--- src/rtl/dual_issue_pkg.sv ---
package dual_issue_pkg;
  localparam int unsigned REG_IDX_W = 5;
  localparam int unsigned NREG      = 1 << REG_IDX_W;
  localparam int unsigned WORD_W    = 32;
  localparam int unsigned SLOTS     = 2;
  localparam int unsigned ADV_W     = $clog2(SLOTS + 1);

  localparam logic [2:0] CLS_ALU    = 3'd0;
  localparam logic [2:0] CLS_LOAD   = 3'd1;
  localparam logic [2:0] CLS_STORE  = 3'd2;
  localparam logic [2:0] CLS_BRANCH = 3'd3;
  localparam logic [2:0] CLS_FP     = 3'd4;

  typedef struct packed {
    logic                 legal;
    logic                 int_class;
    logic                 fp_class;
    logic                 wr_rd;
    logic                 rd_rs1;
    logic                 rd_rs2;
    logic [REG_IDX_W-1:0] rd;
    logic [REG_IDX_W-1:0] rs1;
    logic [REG_IDX_W-1:0] rs2;
  } slot_info_t;
endpackage

--- src/rtl/dual_issue_slot_decode.sv ---
module dual_issue_slot_decode
  import dual_issue_pkg::*;
(
  input  logic [WORD_W-1:0] word,
  output slot_info_t        info
);
  logic [2:0] cls;
  logic       unused_bits;

  assign cls         = word[31:29];
  assign unused_bits = ^{word[28:26], word[10:0]};

  always_comb begin
    info           = '0;
    info.rd        = word[25:21];
    info.rs1       = word[20:16];
    info.rs2       = word[15:11];
    info.legal     = (cls <= CLS_FP);
    info.int_class = (cls <= CLS_BRANCH);
    info.fp_class  = (cls == CLS_FP);
    info.rd_rs1    = info.legal;
    info.rd_rs2    = info.legal && (cls != CLS_LOAD);
    info.wr_rd     = (cls == CLS_ALU) || (cls == CLS_LOAD) || (cls == CLS_FP);
  end
endmodule

--- src/rtl/dual_issue_busy_check.sv ---
module dual_issue_busy_check
  import dual_issue_pkg::*;
(
  input  slot_info_t      info,
  input  logic [NREG-1:0] busy,
  output logic            src_busy
);
  always_comb begin
    src_busy = 1'b0;
    if (info.rd_rs1 && busy[info.rs1]) src_busy = 1'b1;
    if (info.rd_rs2 && busy[info.rs2]) src_busy = 1'b1;
  end
endmodule

--- src/rtl/dual_issue_pair_check.sv ---
module dual_issue_pair_check
  import dual_issue_pkg::*;
(
  input  slot_info_t first,
  input  slot_info_t second,
  output logic       pair_block
);
  logic class_bad;
  logic raw_hit;
  logic waw_hit;

  always_comb begin
    class_bad  = !(first.int_class && second.fp_class);
    raw_hit    = first.wr_rd &&
                 ((second.rd_rs1 && (second.rs1 == first.rd)) ||
                  (second.rd_rs2 && (second.rs2 == first.rd)));
    waw_hit    = first.wr_rd && second.wr_rd && (second.rd == first.rd);
    pair_block = class_bad || raw_hit || waw_hit;
  end
endmodule

--- src/rtl/dual_issue_ctl.sv ---
module dual_issue_ctl
  import dual_issue_pkg::*;
(
  input  logic                    clk,
  input  logic                    rst_n,
  input  logic                    pkt_valid,
  input  logic [SLOTS*WORD_W-1:0] pkt,
  input  logic [NREG-1:0]         busy,
  input  logic                    stall,
  output logic                    grant0,
  output logic                    grant1,
  output logic [ADV_W-1:0]        advance
);
  slot_info_t           info [SLOTS];
  logic [SLOTS-1:0]     src_busy;
  logic                 pair_block;

  logic                 grant0_d, grant1_d;
  logic [ADV_W-1:0]     advance_d;
  logic                 grant0_q, grant1_q;
  logic [ADV_W-1:0]     advance_q;

  for (genvar s = 0; s < SLOTS; s++) begin : g_slot
    dual_issue_slot_decode u_dec (
      .word (pkt[s*WORD_W +: WORD_W]),
      .info (info[s])
    );
    dual_issue_busy_check u_busy (
      .info     (info[s]),
      .busy     (busy),
      .src_busy (src_busy[s])
    );
  end

  dual_issue_pair_check u_pair (
    .first      (info[0]),
    .second     (info[1]),
    .pair_block (pair_block)
  );

  always_comb begin
    grant0_d = pkt_valid && !stall && info[0].legal && !src_busy[0];
    grant1_d = grant0_d && info[1].legal && !src_busy[1] && !pair_block;
    case ({grant1_d, grant0_d})
      2'b01:   advance_d = ADV_W'(1);
      2'b11:   advance_d = ADV_W'(2);
      default: advance_d = '0;
    endcase
  end

  always_ff @(posedge clk or negedge rst_n) begin
    if (!rst_n) begin
      grant0_q  <= 1'b0;
      grant1_q  <= 1'b0;
      advance_q <= '0;
    end else begin
      grant0_q  <= grant0_d;
      grant1_q  <= grant1_d;
      advance_q <= advance_d;
    end
  end

  assign grant0  = grant0_q;
  assign grant1  = grant1_q;
  assign advance = advance_q;
endmodule

--- config.mk ---
export PLATFORM = sky130hd
export DESIGN_NAME = dual_issue_ctl
export DESIGN_NICKNAME = d
export VERILOG_FILES = /design/src/rtl/dual_issue_pkg.sv /design/src/rtl/dual_issue_slot_decode.sv /design/src/rtl/dual_issue_busy_check.sv /design/src/rtl/dual_issue_pair_check.sv /design/src/rtl/dual_issue_ctl.sv
export SDC_FILE = /design/constraint.sdc
export NUM_CORES = 1
export LEC_CHECK = 0
export ABC_CLOCK_PERIOD_IN_PS = 800
export BUFFER_PORTS_ARGS = -buffer_cell sky130_fd_sc_hd__buf_4
export CAP_MARGIN = 5
export CORE_ASPECT_RATIO = 1.4
export CORE_UTILIZATION = 28
export DETAILED_ROUTE_END_ITERATION = 10
export SYNTH_ARGS = -nofsm -noshare
export SYNTH_HDL_FRONTEND = slang
export SYNTH_SLANG_ARGS = --single-unit
--- constraint.sdc ---
create_clock -name clk -period 0.8 [get_ports clk]
set_input_delay 0 -clock clk [delete_from_list [all_inputs] [get_ports clk]]
set_output_delay 0 -clock clk [all_outputs]
set_load 0.01 [all_outputs]
; Yosys cells after proc, flatten, opt, wreduce, memory -nomap -nowiden
; Index checks and enable logic that the tools add are counted.
[word_totals]
output_inout_bits = 4
reg_bits = 4
input_bits = 100
wordCells = 66
[op_classes]
reduce_logical = 32
eq_ne = 11
magnitude_cmp = 7
muxes = 13
[op_table]
columns = operator, count
row1 = $lt 5x6->1 const B, 4
row2 = $bmux 1 s5, 4
row3 = $logic_and 1x1->1, 18
row4 = $eq 5x5->1, 3
row5 = $mux 1, 8
row6 = $logic_or 1x1->1, 7
row7 = $eq 3x1->1 const B, 2
row8 = $eq 3x3->1 const B, 2
row9 = $le 3x3->1 const B, 2
row10 = $logic_not 3->1, 2
row11 = $ne 3x1->1 const B, 2
row12 = $logic_not 1->1, 5
row13 = $pmux 2 s2, 1
row14 = $le 3x2->1 const B, 1
row15 = $eq 2x1->1 const B, 1
row16 = $eq 2x2->1 const B, 1

; Logic depth before layout (Yosys ltp)
[logic_depth]
word_depth = 12
ltp_mapped = 7
depth_no_buf = 6

; By module
; Synthesis repeated with hierarchy kept, for this count alone.
[hier_totals]
hier_cells = 161
area_unflattened_um2 = 1838.0
[by_module_without_submodules]
columns = mod, cells_each, seq_area_each_um2, n_inst, area_per_inst_um2
row1 = dual_issue_busy_check, 43, 0.0, 2, 593.1
row2 = dual_issue_slot_decode, 21, 0.0, 2, 156.4
row3 = dual_issue_pair_check, 23, 0.0, 1, 181.4
row4 = dual_issue_ctl, 10, 100.1, 1, 157.7

; Worst setup path after synthesis
; No wires, ideal clock.
[synth_timing]
path_type = in2reg
startpoint = input pkt[48]
endpoint = register advance_q[1] (netlist: advance[1])
path_slack_ps = -704
setup_time_ps = 65
arrival_time_ps = 1439
path_stages = 7
path_buffers = 1
t_required_ps = 735
cell_sequence = buf_2 -> mux4_2 -> mux2i_1 -> mux2i_1 -> a32o_1 -> nor4_2 -> and2b_1
[synth_via]
elab_chain_cells = 10
elab_cells_between_ends = 18
cone_classes = eq/ne: 3 / mux: 5 / reduce/logical: 10
[synth_rtl]
columns = item, line
row1 = start: declaration, dual_issue_ctl.sv:7  ; input logic [SLOTS*WORD_W-1:0] pkt,
row2 = $bmux 1 s5 or $eq 5x5->1 (tied branches), "dual_issue_busy_check.sv:10, dual_issue_pair_check.sv:15"
row3 = $mux 1 (implied by the code) or $logic_and 1x1->1 (tied branches), "dual_issue_busy_check.sv:10, dual_issue_pair_check.sv:15"
row4 = $logic_and 1x1->1 or $logic_or 1x1->1 (tied branches), "dual_issue_busy_check.sv:10, dual_issue_pair_check.sv:15"
row5 = $mux 1 or $logic_and 1x1->1 (tied branches), "dual_issue_busy_check.sv:10, dual_issue_pair_check.sv:14"
row6 = $mux 1 or $logic_or 1x1->1 (tied branches), "dual_issue_busy_check.sv:11, dual_issue_pair_check.sv:18"
row7 = $logic_not 1->1 or $logic_or 1x1->1 (tied branches), "dual_issue_ctl.sv:43, dual_issue_pair_check.sv:18"
row8 = $logic_and 1x1->1 or $logic_not 1->1 (tied branches), dual_issue_ctl.sv:43  ; grant1_d = grant0_d && info[1].legal && !src_busy[1] && !pair_block;
row9 = $logic_and 1x1->1 *, dual_issue_ctl.sv:43
row10 = $eq 2x2->1 or $eq 2x1->1 (tied branches), dual_issue_ctl.sv:44  ; case ({grant1_d, grant0_d})
row11 = $pmux 2 s2 *, dual_issue_ctl.sv:44
row12 = named net advance_d[1], dual_issue_ctl.sv:19  ; logic [ADV_W-1:0] advance_d;
row13 = end signal: assignment, dual_issue_ctl.sv:59  ; advance_q <= advance_d;
row14 = end: declaration, dual_issue_ctl.sv:21  ; logic [ADV_W-1:0] advance_q;
; Mark *: on every way through the listed nets, which the timed path passes. The rest lies on a longest branch. The select of a mux whose other input is x is not followed.

; Worst setup path after layout
[layout_timing]
startpoint = input busy[23]
endpoint = register grant1_q (netlist: grant1)
[layout_via]
elab_chain_cells = 10
elab_cells_between_ends = 22
cone_classes = mux: 12 / reduce/logical: 10
[layout_rtl]
columns = item, line
row1 = start: declaration, dual_issue_ctl.sv:8  ; input logic [NREG-1:0] busy,
row2 = $bmux 1 s5, dual_issue_busy_check.sv:10  ; if (info.rd_rs1 && busy[info.rs1]) src_busy = 1'b1;
row3 = $mux 1 (implied by the code), dual_issue_busy_check.sv:10
row4 = $logic_and 1x1->1, dual_issue_busy_check.sv:10
row5 = $mux 1, dual_issue_busy_check.sv:10
row6 = $mux 1, dual_issue_busy_check.sv:11  ; if (info.rd_rs2 && busy[info.rs2]) src_busy = 1'b1;
row7 = $logic_not 1->1, dual_issue_ctl.sv:42  ; grant0_d = pkt_valid && !stall && info[0].legal && !src_busy[0];
row8 = $logic_and 1x1->1, dual_issue_ctl.sv:42
row9 = $logic_and 1x1->1, dual_issue_ctl.sv:43
row10 = $logic_and 1x1->1 * (2 in a row), dual_issue_ctl.sv:43
row11 = named net grant1_d, dual_issue_ctl.sv:18  ; logic grant0_d, grant1_d;
row12 = end signal: assignment, dual_issue_ctl.sv:58  ; grant1_q <= grant1_d;
row13 = end: declaration, dual_issue_ctl.sv:20  ; logic grant0_q, grant1_q;
; Marks and branches as above.

==> impl_metrics.ini <==
[drt]
drcViolationCount = 0
ant_nets = 0
routedWlPerCell_um = 18.02
num_vias = 1592
drt-pass1-iter-count = 4
routed_wl_um = 5443
drt_iter0_markers = 50
vias_per_cell = 5.272

[placement]
port_buffers = 75
place_congestion = 0.8731
pre_cts_ws_ns = -0.8870
hpwlAfterDp_um = 4766

[yosys]
synth-async-reset-ratio = 1.000
synth_top_area_share = 0.3098
syn-cell-area_um2 = 1526
synth_edf_count = 0
postSynthCellCount = 126
syn_nets = 226
synth_top_area_cell = mux4_2
ys.flop_type = dfrtp_1
synth.distinct_cells = 39
synth_area_leaders = mux4_2, mux4_1, mux2i_1, dfrtp_1, xor2_1
seq_area_frac_synth = 0.06557
ys_ff_latch = 4
syn_area_per_cell_um2 = 12.11
yosys_warnings = 0

[power]
power.leakage_nw = 1.166
seqPwrFrac = 0.107
p_clk_frac = 0.210
ir_worst_vdd_v = 0.0003002
p_sw_mw = 0.6007
switching_share = 0.3051
combPwrFrac = 0.683
p_int_mw = 1.368
power_density_nw_per_um2 = 759.5

[final_layout]
drive_above_1_share = 0.6822
final_core_util = 0.4988
area_growth_pct = 69.84
n_antenna_cell = 0
final_common_cell = buf_4
final_nets = 338
n_fill_cell = 514
final_cell_mix = buf_4, mux4_2, mux2i_1

[grt]
grt_pass1_vias = 1758
grt_pass1_wl_um = 8493
grt.total_usage = 0.1970
grt_max_degree = 11
gr-total-overflow = 0
antenna_found_initial = 0

[worst_setup_path]
end_kind = flop
critical-path-top-delay-family = multiplexers
critPathBufInv = 1
worstPathRequired_ns = 0.95
crit_path_start_kind = primary input
cp_cell_sequence = buf_4 > mux4_2 > mux2i_2 > mux2_4 > nor3b_2 > nor4_4 > and2b_1
critPathMaxStageDelay_ns = 0.47
cp_max_fo = 4
critPathKind = in -> reg
cp_data_arrival_time_ns = 1.50
cpMaxStageDelayCell = mux4_2

[floorplanning]
rows = 31
die_x_um = 64.40
die-height_um = 89.37
ios = 104
die_area_um2 = 5755
core-area_um2 = 5197
start_util = 0.2937

[clock_tree]
cts_tree = done
cts_sinks = 4
htreeDepth = 1
path_clk_slew_ns = 0.03
cts_buffers = 3
root_buffer = clkbuf_8
cts_buffer_depth = 2

[job]
drv_cap = 0

[sta]
fin_crit_ns = 1.355
max_freq_mhz = 738.0
finalCritPeriodShare = 1.694
setup_viol = 4
hold_violations = 0
slew_viol_final = 0
maxSlewHeadroom = 0.7005
whs_ns = 0.1255
setup_slack_ns = -0.5551
worstMarginPinSlew_ns = 0.4422
rsz0062_at_grt = true

[status]
outcome = finished, violations left
violations = negative setup slack

[hold_path]
hold_path.class = in -> async
## timing repair
| action | in CTS | in global routing |
|---|---|---|
| hold endpoints to repair | 4 | 0 |
| endpoints found under the setup margin | 4 | 4 |
| hold buffers | 1 | 0 |
| resized for setup | 15 | 18 |
| setup buffers | 0 | 1 |
| pin swaps | 5 | 6 |
## area by class of cell
type | count | area (um2) | share of cell area
well taps | 66 | 82.58 | 0.03185
flip-flops and latches | 4 | 100.1 | 0.03861
multi-input cells | 106 | 1330 | 0.5130
clock buffers | 3 | 41.29 | 0.01593
repair buffers | 120 | 1027 | 0.3962
inverters | 3 | 11.26 | 0.004344
## cell usage after synthesis (2+ instances only)
master	n
a2111oi_0	2
mux2i_1	20
inv_1	3
nor4_1	2
nand4b_1	3
o2111ai_1	2
nand2b_1	3
nor2b_1	2
a31oi_1	2
dfrtp_1	4
mux4_1	8
xnor2_1	6
nor2_1	4
xor2_1	9
nand4_1	3
nand3b_1	2
buf_2	6
mux4_2	21
buf_6	3
and2b_1	2
## worst paths after layout
| path | startpoint | end | depth (start not counted) |
|---|---|---|---|
| max | busy[23] | grant1 | 7 |
| min | rst_n | advance[0] | 2 |
| max in group asynchronous | rst_n | grant0 | 2 |
| min in group clk | stall | advance[0] | 5 |
## kinds of logic (layout without fill, tap and decap cells)
group,count (synthesis),after routing,synth area share
buf+inv,16,126,0.06639
simple gates,27,27,0.1229
compound gates,14,14,0.07295
xor+xnor,15,15,0.08607
mux,50,50,0.5861
flops,4,4,0.06558
## stage by stage
| stage | setup TNS, ns | instances | power [mW] | instance area (um2) |
|---|---|---|---|---|
| 3_5_place_dp | -3.256 | 297 | 1.471 | 2397 |
| 2_1_floorplan | -2.288 | 126 | 0.8617 | 1558 |
| 5_1_grt | -2.289 | 302 | 2.098 | 2592 |
| 4_1_cts | -2.190 | 301 | 1.941 | 2511 |
| 3_3_place_gp | -3.150 | 297 | 1.459 | 2397 |
| 6_report | -2.003 | 302 | 1.969 | 2592 |
## flip-flops by register name, indices dropped and copies added (netlist names)
signal and flops:
grant0 1, advance 2, grant1 1
## layer usage
layer | global-route usage | up-vias | part of all wire
met3 | 0.02551 | 14 | 0.051
met4 | 0.07475 | 0 | 0.032
met2 | 0.4038 | 59 | 0.57
li1 | - | 753 | -
met1 | 0.1978 | 766 | 0.35
met5 | 0 | - | 0
## power by group through the flow
stage	clock (mW)	combinational (mW)	sequential (mW)
final	0.414	1.35	0.210
after global routing	0.449	1.44	0.210
after CTS	0.425	1.31	0.210
after detailed placement	0	1.26	0.212
after global placement	0	1.25	0.212
after floorplan	0	0.647	0.215
No activity file was read; power rests on OpenSTA's default activity.
